`src/rtl/rob_pkg.sv`:
```
package rob_pkg;

  // What the oldest entry does in the current cycle
  typedef enum logic [1:0] {
    HEAD_WAIT   = 2'd0,
    HEAD_RETIRE = 2'd1,
    HEAD_TRAP   = 2'd2
  } head_act_e;

  // Distance of a slot from the oldest slot, walking forward round the ring.
  // depth must be a power of two.
  function automatic int unsigned ring_age(int unsigned slot, int unsigned oldest,
                                           int unsigned depth);
    return (slot + depth - oldest) & (depth - 1);
  endfunction

endpackage

```
`src/rtl/rob_ctrl.sv`:
```
module rob_ctrl
  import rob_pkg::*;
#(
  parameter int DEPTH = 8,
  localparam int IW = $clog2(DEPTH),
  localparam int PW = IW + 1
) (
  input  logic          clk,
  input  logic          rst_n,
  input  logic          alloc_valid,
  input  logic          mispredict,
  input  logic [IW-1:0] mis_idx,
  input  logic          mis_live,
  input  logic          head_live,
  input  logic          head_done,
  input  logic          head_trap,
  output logic [PW-1:0] head_q,
  output logic [PW-1:0] tail_q,
  output head_act_e     act,
  output logic          do_alloc,
  output logic          do_roll,
  output logic [IW-1:0] roll_age,
  output logic          alloc_ready,
  output logic [PW-1:0] occupancy
);

  logic          full;
  logic [PW-1:0] head_d, tail_d;

  always_comb begin
    full = (head_q[IW] != tail_q[IW]) && (head_q[IW-1:0] == tail_q[IW-1:0]);
    act  = HEAD_WAIT;
    if (head_live && head_done) act = head_trap ? HEAD_TRAP : HEAD_RETIRE;
    alloc_ready = !full && (act != HEAD_TRAP) && !mispredict;
    do_alloc    = alloc_valid && alloc_ready;
    do_roll     = mispredict && mis_live && (act != HEAD_TRAP);
    roll_age    = IW'(ring_age(32'(mis_idx), 32'(head_q[IW-1:0]), DEPTH));
    occupancy   = tail_q - head_q;
    head_d      = head_q + PW'(act == HEAD_RETIRE);
    if (act == HEAD_TRAP)  tail_d = head_q;
    else if (do_roll)      tail_d = head_q + PW'(roll_age) + PW'(1);
    else if (do_alloc)     tail_d = tail_q + PW'(1);
    else                   tail_d = tail_q;
  end

  always_ff @(posedge clk or negedge rst_n) begin
    if (!rst_n) begin
      head_q <= '0;
      tail_q <= '0;
    end else begin
      head_q <= head_d;
      tail_q <= tail_d;
    end
  end

  AST_OCC_BOUND: assert property (@(posedge clk) disable iff (!rst_n)
    occupancy <= PW'(DEPTH));
  AST_TRAP_EMPTIES: assert property (@(posedge clk) disable iff (!rst_n)
    act == HEAD_TRAP |=> occupancy == '0);
  AST_ROLL_LENGTH: assert property (@(posedge clk) disable iff (!rst_n)
    do_roll |=> (occupancy + PW'($past(act == HEAD_RETIRE))) == (PW'($past(roll_age)) + PW'(1)));
  AST_HEAD_STEP: assert property (@(posedge clk) disable iff (!rst_n)
    PW'(head_q - $past(head_q)) <= PW'(1));

endmodule

```
`src/rtl/rob_store.sv`:
```
module rob_store
  import rob_pkg::*;
#(
  parameter int DEPTH   = 8,
  parameter int OP_W    = 4,
  parameter int DEST_W  = 5,
  parameter int DATA_W  = 32,
  parameter int CAUSE_W = 4,
  localparam int IW = $clog2(DEPTH)
) (
  input  logic               clk,
  input  logic               rst_n,
  input  logic               do_alloc,
  input  logic [IW-1:0]      alloc_idx,
  input  logic [OP_W-1:0]    alloc_op,
  input  logic [DEST_W-1:0]  alloc_dest,
  input  logic               done_valid,
  input  logic [IW-1:0]      done_idx,
  input  logic [DATA_W-1:0]  done_data,
  input  logic [CAUSE_W-1:0] done_cause,
  input  head_act_e          act,
  input  logic               do_roll,
  input  logic [IW-1:0]      roll_age,
  input  logic [IW-1:0]      head_idx,
  input  logic [IW-1:0]      mis_idx,
  output logic [DEPTH-1:0]   live_vec,
  output logic               mis_live,
  output logic               head_live,
  output logic               head_done,
  output logic               head_trap,
  output logic [OP_W-1:0]    head_op,
  output logic [DEST_W-1:0]  head_dest,
  output logic [DATA_W-1:0]  head_data,
  output logic [CAUSE_W-1:0] head_cause
);

  logic               live_q  [DEPTH];
  logic               done_q  [DEPTH];
  logic [OP_W-1:0]    op_q    [DEPTH];
  logic [DEST_W-1:0]  dest_q  [DEPTH];
  logic [DATA_W-1:0]  data_q  [DEPTH];
  logic [CAUSE_W-1:0] cause_q [DEPTH];

  for (genvar g = 0; g < DEPTH; g++) begin : g_slot
    logic [IW-1:0] age;
    logic          kill, take, fill;

    always_comb begin
      age  = IW'(ring_age(32'(g), 32'(head_idx), DEPTH));
      take = do_alloc && (alloc_idx == IW'(g));
      fill = done_valid && (done_idx == IW'(g)) && live_q[g];
      kill = (act == HEAD_TRAP) || (do_roll && (age > roll_age)) ||
             ((act == HEAD_RETIRE) && (head_idx == IW'(g)));
    end

    always_ff @(posedge clk or negedge rst_n) begin
      if (!rst_n) begin
        live_q[g] <= 1'b0;
        done_q[g] <= 1'b0;
      end else begin
        if (kill)      live_q[g] <= 1'b0;
        else if (take) live_q[g] <= 1'b1;
        if (take)      done_q[g] <= 1'b0;
        else if (fill) done_q[g] <= 1'b1;
      end
    end

    always_ff @(posedge clk) begin
      if (take) begin
        op_q[g]   <= alloc_op;
        dest_q[g] <= alloc_dest;
      end
      if (fill) begin
        data_q[g]  <= done_data;
        cause_q[g] <= done_cause;
      end
    end

    AST_STALE_DROP: assert property (@(posedge clk) disable iff (!rst_n)
      (done_valid && (done_idx == IW'(g)) && !live_q[g] && !take) |=> done_q[g] == $past(done_q[g]));
  end

  always_comb begin
    for (int i = 0; i < DEPTH; i++) live_vec[i] = live_q[i];
    mis_live   = live_q[mis_idx];
    head_live  = live_q[head_idx];
    head_done  = done_q[head_idx];
    head_op    = op_q[head_idx];
    head_dest  = dest_q[head_idx];
    head_data  = data_q[head_idx];
    head_cause = cause_q[head_idx];
    head_trap  = head_cause != '0;
  end

endmodule

```
`src/rtl/rob_ring.sv`:
```
module rob_ring
  import rob_pkg::*;
#(
  parameter int DEPTH   = 8,
  parameter int OP_W    = 4,
  parameter int DEST_W  = 5,
  parameter int DATA_W  = 32,
  parameter int CAUSE_W = 4,
  localparam int IW = $clog2(DEPTH),
  localparam int PW = IW + 1
) (
  input  logic               clk,
  input  logic               rst_n,
  input  logic               alloc_valid,
  input  logic [OP_W-1:0]    alloc_op,
  input  logic [DEST_W-1:0]  alloc_dest,
  output logic               alloc_ready,
  output logic [IW-1:0]      alloc_idx,
  input  logic               done_valid,
  input  logic [IW-1:0]      done_idx,
  input  logic [DATA_W-1:0]  done_data,
  input  logic [CAUSE_W-1:0] done_cause,
  input  logic               mispredict,
  input  logic [IW-1:0]      mispredict_idx,
  output logic               commit_valid,
  output logic [OP_W-1:0]    commit_op,
  output logic [DEST_W-1:0]  commit_dest,
  output logic [DATA_W-1:0]  commit_data,
  output logic               exc_flush,
  output logic [CAUSE_W-1:0] exc_cause,
  output logic [PW-1:0]      occupancy
);

  // Named internal events
  logic [PW-1:0]      head_q, tail_q;
  head_act_e          act;
  logic               do_alloc, do_roll, mis_live;
  logic [IW-1:0]      roll_age;
  logic [DEPTH-1:0]   live_vec;
  logic               head_live, head_done, head_trap;
  logic [CAUSE_W-1:0] head_cause;

  rob_ctrl #(.DEPTH(DEPTH)) u_ctrl (
    .clk(clk), .rst_n(rst_n), .alloc_valid(alloc_valid),
    .mispredict(mispredict), .mis_idx(mispredict_idx), .mis_live(mis_live),
    .head_live(head_live), .head_done(head_done), .head_trap(head_trap),
    .head_q(head_q), .tail_q(tail_q), .act(act), .do_alloc(do_alloc),
    .do_roll(do_roll), .roll_age(roll_age), .alloc_ready(alloc_ready),
    .occupancy(occupancy)
  );

  rob_store #(.DEPTH(DEPTH), .OP_W(OP_W), .DEST_W(DEST_W), .DATA_W(DATA_W),
              .CAUSE_W(CAUSE_W)) u_store (
    .clk(clk), .rst_n(rst_n), .do_alloc(do_alloc), .alloc_idx(tail_q[IW-1:0]),
    .alloc_op(alloc_op), .alloc_dest(alloc_dest), .done_valid(done_valid),
    .done_idx(done_idx), .done_data(done_data), .done_cause(done_cause),
    .act(act), .do_roll(do_roll), .roll_age(roll_age),
    .head_idx(head_q[IW-1:0]), .mis_idx(mispredict_idx), .live_vec(live_vec),
    .mis_live(mis_live), .head_live(head_live), .head_done(head_done),
    .head_trap(head_trap), .head_op(commit_op), .head_dest(commit_dest),
    .head_data(commit_data), .head_cause(head_cause)
  );

  always_comb begin
    alloc_idx    = tail_q[IW-1:0];
    commit_valid = act == HEAD_RETIRE;
    exc_flush    = act == HEAD_TRAP;
    exc_cause    = exc_flush ? head_cause : '0;
  end

  AST_LIVE_COUNT: assert property (@(posedge clk) disable iff (!rst_n)
    $countones(live_vec) == 32'(occupancy));
  AST_FLUSH_WINS: assert property (@(posedge clk) disable iff (!rst_n)
    (exc_flush && mispredict) |=> occupancy == '0);

endmodule

```
`config.mk`:
```
export PLATFORM = sky130hd
export DESIGN_NAME = rob_ring
export DESIGN_NICKNAME = d
export VERILOG_FILES = /design/src/rtl/rob_pkg.sv /design/src/rtl/rob_ctrl.sv /design/src/rtl/rob_store.sv /design/src/rtl/rob_ring.sv
export SDC_FILE = /design/constraint.sdc
export NUM_CORES = 1
export LEC_CHECK = 0
export BUFFER_PORTS_ARGS = -buffer_cell sky130_fd_sc_hd__buf_4
export CAP_MARGIN = 20
export CORE_UTILIZATION = 60
export DETAILED_ROUTE_END_ITERATION = 16
export PLACE_DENSITY = 0.79
export REMOVE_ABC_BUFFERS = 1
export SLEW_MARGIN = 20
export SYNTH_ARGS = -nofsm -noshare
export SYNTH_HDL_FRONTEND = slang
export SYNTH_SLANG_ARGS = --single-unit
```
`constraint.sdc`:
```
create_clock -name clk -period 6.7 [get_ports clk]
set_clock_uncertainty 0.15 [all_clocks]
set_input_delay 1.005 -clock clk [delete_from_list [all_inputs] [get_ports clk]]
set_output_delay 1.005 -clock clk [all_outputs]
set_load 0.01 [all_outputs]
```
==> flow_metrics.py <==
metrics = {
    "run_status": {
        "outcome": "finished clean",
    },
    "critical_path": {
        "critPathSlowestCell": "sky130_fd_sc_hd__dfrtp_4",
        "reg2reg_from": "u_ctrl.head_q[0]",
        "rrSetupSlack_ps": 2200,
        "critical_path_depth": 8,
        "timing.critical_path.slowest_cell_delay_ps": 1050,
        "reg2reg_to": "u_store.live_vec[6]",
        "cp.buffers_inverters": 3,
        "crit_arrival_ps": 3920,
        "cp-end-kind": "output port",
        "timing.critical_path.from_type": "flip-flop",
        "crit_chain": "buf_4 > and3_1 > a31oi_1 > mux4_2 > nand2b_4 > inv_6 > nor3_1 > buf_4",
        "startpoint": "u_ctrl.head_q[0]",
        "critPathRequiredTime_ps": 5540,
        "timing_worst_setup_path_type": "flip-flop to output port",
        "path_delay_family": "flip-flops",
        "crit_path_capture": "alloc_ready",
        "r2r_cells": 9,
        "worstPathMaxFanout": 49,
        "path_common_cell": "sky130_fd_sc_hd__buf_4",
    },
    "clock_tree": {
        "cts.sinks": 384,
        "clk_pin_slew_worst_paths_ps": 60,
        "post_cts_repair_resize_count": 0,
        "cts-hold-fix-buffers": 0,
        "ctsHtreeMaxLevel": 2,
        "number_of_buffers_created_by_cts": 38,
        "root_buffer": "sky130_fd_sc_hd__clkbuf_16",
        "tritoncts": "done",
        "clock_latency_ps": 510,
        "postCtsSetupBuffers": 0,
        "clk_path_buf_depth": 3,
    },
    "floorplanning": {
        "floorplan.die.width_um": 165,
        "initial_utilization_pct": 61.0,
        "die_outline_area_um2": 27100,
        "rows": 59,
        "design.core.area_um2": 26000,
        "die_h_um": 165,
        "io-pin-count": 111,
    },
    "power_and_ir_drop": {
        "pwr_density_cell_nw_per_um2": 353,
        "vdd_ir_drop_max_v": 0.000218,
        "power.static_leakage_uw": 0.00634,
    },
    "sta": {
        "slew_headroom_pct": 36.9,
        "tightestPinTransition_ps": 947,
        "post_layout_minimum_cycle_time_ps": 5080,
        "timing_max_transition_violations_final": 0,
        "hold_viol": 0,
        "hold_ws_ps": 254,
        "fin_crit_share_pct": 75.8,
        "max_freq_mhz": 197,
        "setup_repair_after_global_routing_missed_its_margin": "no",
        "setup_viol": 0,
    },
    "synth": {
        "synth_top_flop_cell": "sky130_fd_sc_hd__edfxtp_1",
        "post_synth.cell_area_avg_um2": 18.5,
        "yosysMostFrequentCell": "sky130_fd_sc_hd__edfxtp_1",
        "netlist.area_leader.share_pct": 68.2,
        "netlist-cell-type-count": 58,
        "synthTopCellsByArea": "sky130_fd_sc_hd__edfxtp_1 (68%), sky130_fd_sc_hd__mux4_2 (12%), sky130_fd_sc_hd__dfrtp_1 (3.8%), sky130_fd_sc_hd__nand2_1 (3.0%), sky130_fd_sc_hd__ha_1 (2.2%)",
        "seq_area_frac_synth_pct": 72.0,
        "yosys.area.top_type": "sky130_fd_sc_hd__edfxtp_1",
        "post_synth_inst_count": 855,
        "yosys_warnings": 0,
        "flop_and_latch_count_out_of_synthesis": 384,
        "synthTopCellsByCount": "sky130_fd_sc_hd__edfxtp_1 (360), sky130_fd_sc_hd__nand2_1 (126), sky130_fd_sc_hd__mux4_2 (87)",
        "synth-edff-count": 360,
        "synth_area_um2": 15900,
        "async_flop_share_pct": 6.25,
    },
    "detailed_routing": {
        "first_pass_iters": 5,
        "vias_per_cell": 6.11,
        "drt-met1-wl_mm": 12.9,
        "totalWireLength_mm": 31.8,
        "wire_per_inst_um": 23.7,
        "topRoutingLayerUsed": "met4",
        "antenna_left": 0,
        "drtIter0Drc": 690,
        "met2RoutedLength_mm": 16.1,
        "wl_met3_mm": 2.00,
        "dr_total_vias": 8192,
        "drc": 0,
    },
    "global_route": {
        "maximum_number_of_pins_on_one_net_before_global_route_repair": 56,
        "grt_pass1_wl_mm": 48.0,
        "first_global_vias": 8513,
        "grt_overflow_total": 0,
        "grtUsageTotal_pct": 24.4,
        "initial_antenna_violation_count": 0,
    },
    "flow_run": {
        "drv.max_cap_violation_count": 0,
    },
    "layout": {
        "share_of_cells_above_drive_strength_1_pct": 28.4,
        "final_core_util_pct": 69.8,
        "finish.net_count": 1066,
        "area_growth_pct": 14.3,
        "antenna-diode-count": 0,
    },
    "placement": {
        "detailed_place_hpwl_mm": 18.1,
        "numPortBuffers": 110,
        "routabilityCongestion": 0.918,
    },
    "min_path": {
        "min_path_type": "primary input to async pin",
    },
}
[layer usage]
metal	GRT usage [%]	up-vias
met1	32.1	4217
met5	0	-
met4	8.26	0
met2	41.5	289
met3	4.27	57
li1	-	3629
[final cells by class]
cell class	count	area [µm²]
fill	1629	7860
timing repair buffer	124	931
clock inverter	17	100
clock buffer	49	1000
inverter	20	80.1
multi-input combinational	411	4170
tap	335	419
sequential	384	11400
[sequential cells by signal (all words and copies together) (netlist names)]
signal / cells
u_store.live_vec: 8
u_store.op_q: 32
u_store.dest_q: 40
u_store.cause_q: 32
u_ctrl.head_q: 4
u_store.data_q: 256
u_store.done_q: 8
u_ctrl.tail_q: 4
[power breakdown]
group	switching, µW	internal (µW)	leakage (µW)	total (µW)
Clock	826	1060	0.000533	1880
Combinational	773	815	0.00226	1590
Sequential	171	2760	0.00355	2930
Total	1770	4630	0.00634	6400
[cells by family after synthesis]
group / after synthesis / share of synthesized area (%)
and+or+nand+nor: 200 / 5.69
AOI/OAI and AO/OA: 61 / 2.93
adders and majority gates: 36 / 2.90
muxes: 102 / 13.9
xor gates and xnor gates: 12 / 0.781
buffers and inverters: 60 / 1.80
DFF: 384 / 72.0
[worst reg2reg max path, stage by stage, from the launching register on]
cell	delay, ps
sky130_fd_sc_hd__dfrtp_4	1050
sky130_fd_sc_hd__buf_4	670
sky130_fd_sc_hd__ha_1	350
sky130_fd_sc_hd__fa_1	550
sky130_fd_sc_hd__ha_1	370
sky130_fd_sc_hd__nor2b_1	150
sky130_fd_sc_hd__a2bb2oi_1	150
sky130_fd_sc_hd__maj3_1	360
sky130_fd_sc_hd__o221a_2	280
sky130_fd_sc_hd__a2111oi_2	320
[worst min-delay path by stage]
stage | slack (ps) | start | end | cells after the start
after floorplan | 350 | u_store.done_q[4] | u_store.done_q[4] | 1
after global placement | 390 | u_store.done_q[6] | u_store.done_q[6] | 2
after detailed placement | 400 | u_store.done_q[6] | u_store.done_q[6] | 2
after CTS | 250 | rst_n | u_store.live_vec[4] | 1
after global routing | 270 | rst_n | u_store.live_vec[4] | 1
final | 250 | rst_n | u_store.live_vec[4] | 1
[stage by stage]
| stage | TNS, ps | instance area [µm²] | instances | total power (µW) | worst slack (ps) |
|---|---|---|---|---|---|
| 6_report | 0 | 18100 | 1340 | 6400 | 1620 |
| 5_1_grt | 0 | 18100 | 1340 | 6670 | 1330 |
| 4_1_cts | 0 | 18100 | 1339 | 6440 | 1530 |
| 3_5_place_dp | 0 | 17000 | 1273 | 4560 | 2070 |
| 3_3_place_gp | 0 | 17000 | 1273 | 4520 | 2120 |
| 2_1_floorplan | -23940 | 15700 | 815 | 4090 | -923 |
[placed cells by master (no fill, tap or decap), types with 8 or more instances in the layout]
cell,Yosys,layout
sky130_fd_sc_hd__a31oi_1,13,13
sky130_fd_sc_hd__mux4_2,87,87
sky130_fd_sc_hd__clkinv_1,1,8
sky130_fd_sc_hd__clkbuf_1,17,10
sky130_fd_sc_hd__nor2b_1,8,8
sky130_fd_sc_hd__buf_4,3,123
sky130_fd_sc_hd__edfxtp_1,360,360
sky130_fd_sc_hd__ha_1,28,28
sky130_fd_sc_hd__clkbuf_16,0,38
sky130_fd_sc_hd__nand2_1,126,126
sky130_fd_sc_hd__inv_1,17,16
sky130_fd_sc_hd__mux2i_1,8,8
sky130_fd_sc_hd__and3_1,21,13
sky130_fd_sc_hd__dfrtp_1,24,21
sky130_fd_sc_hd__and3_2,0,8
sky130_fd_sc_hd__a21oi_1,12,12
sky130_fd_sc_hd__nor2_1,23,23
No activity file was read; power rests on OpenSTA's default activity.
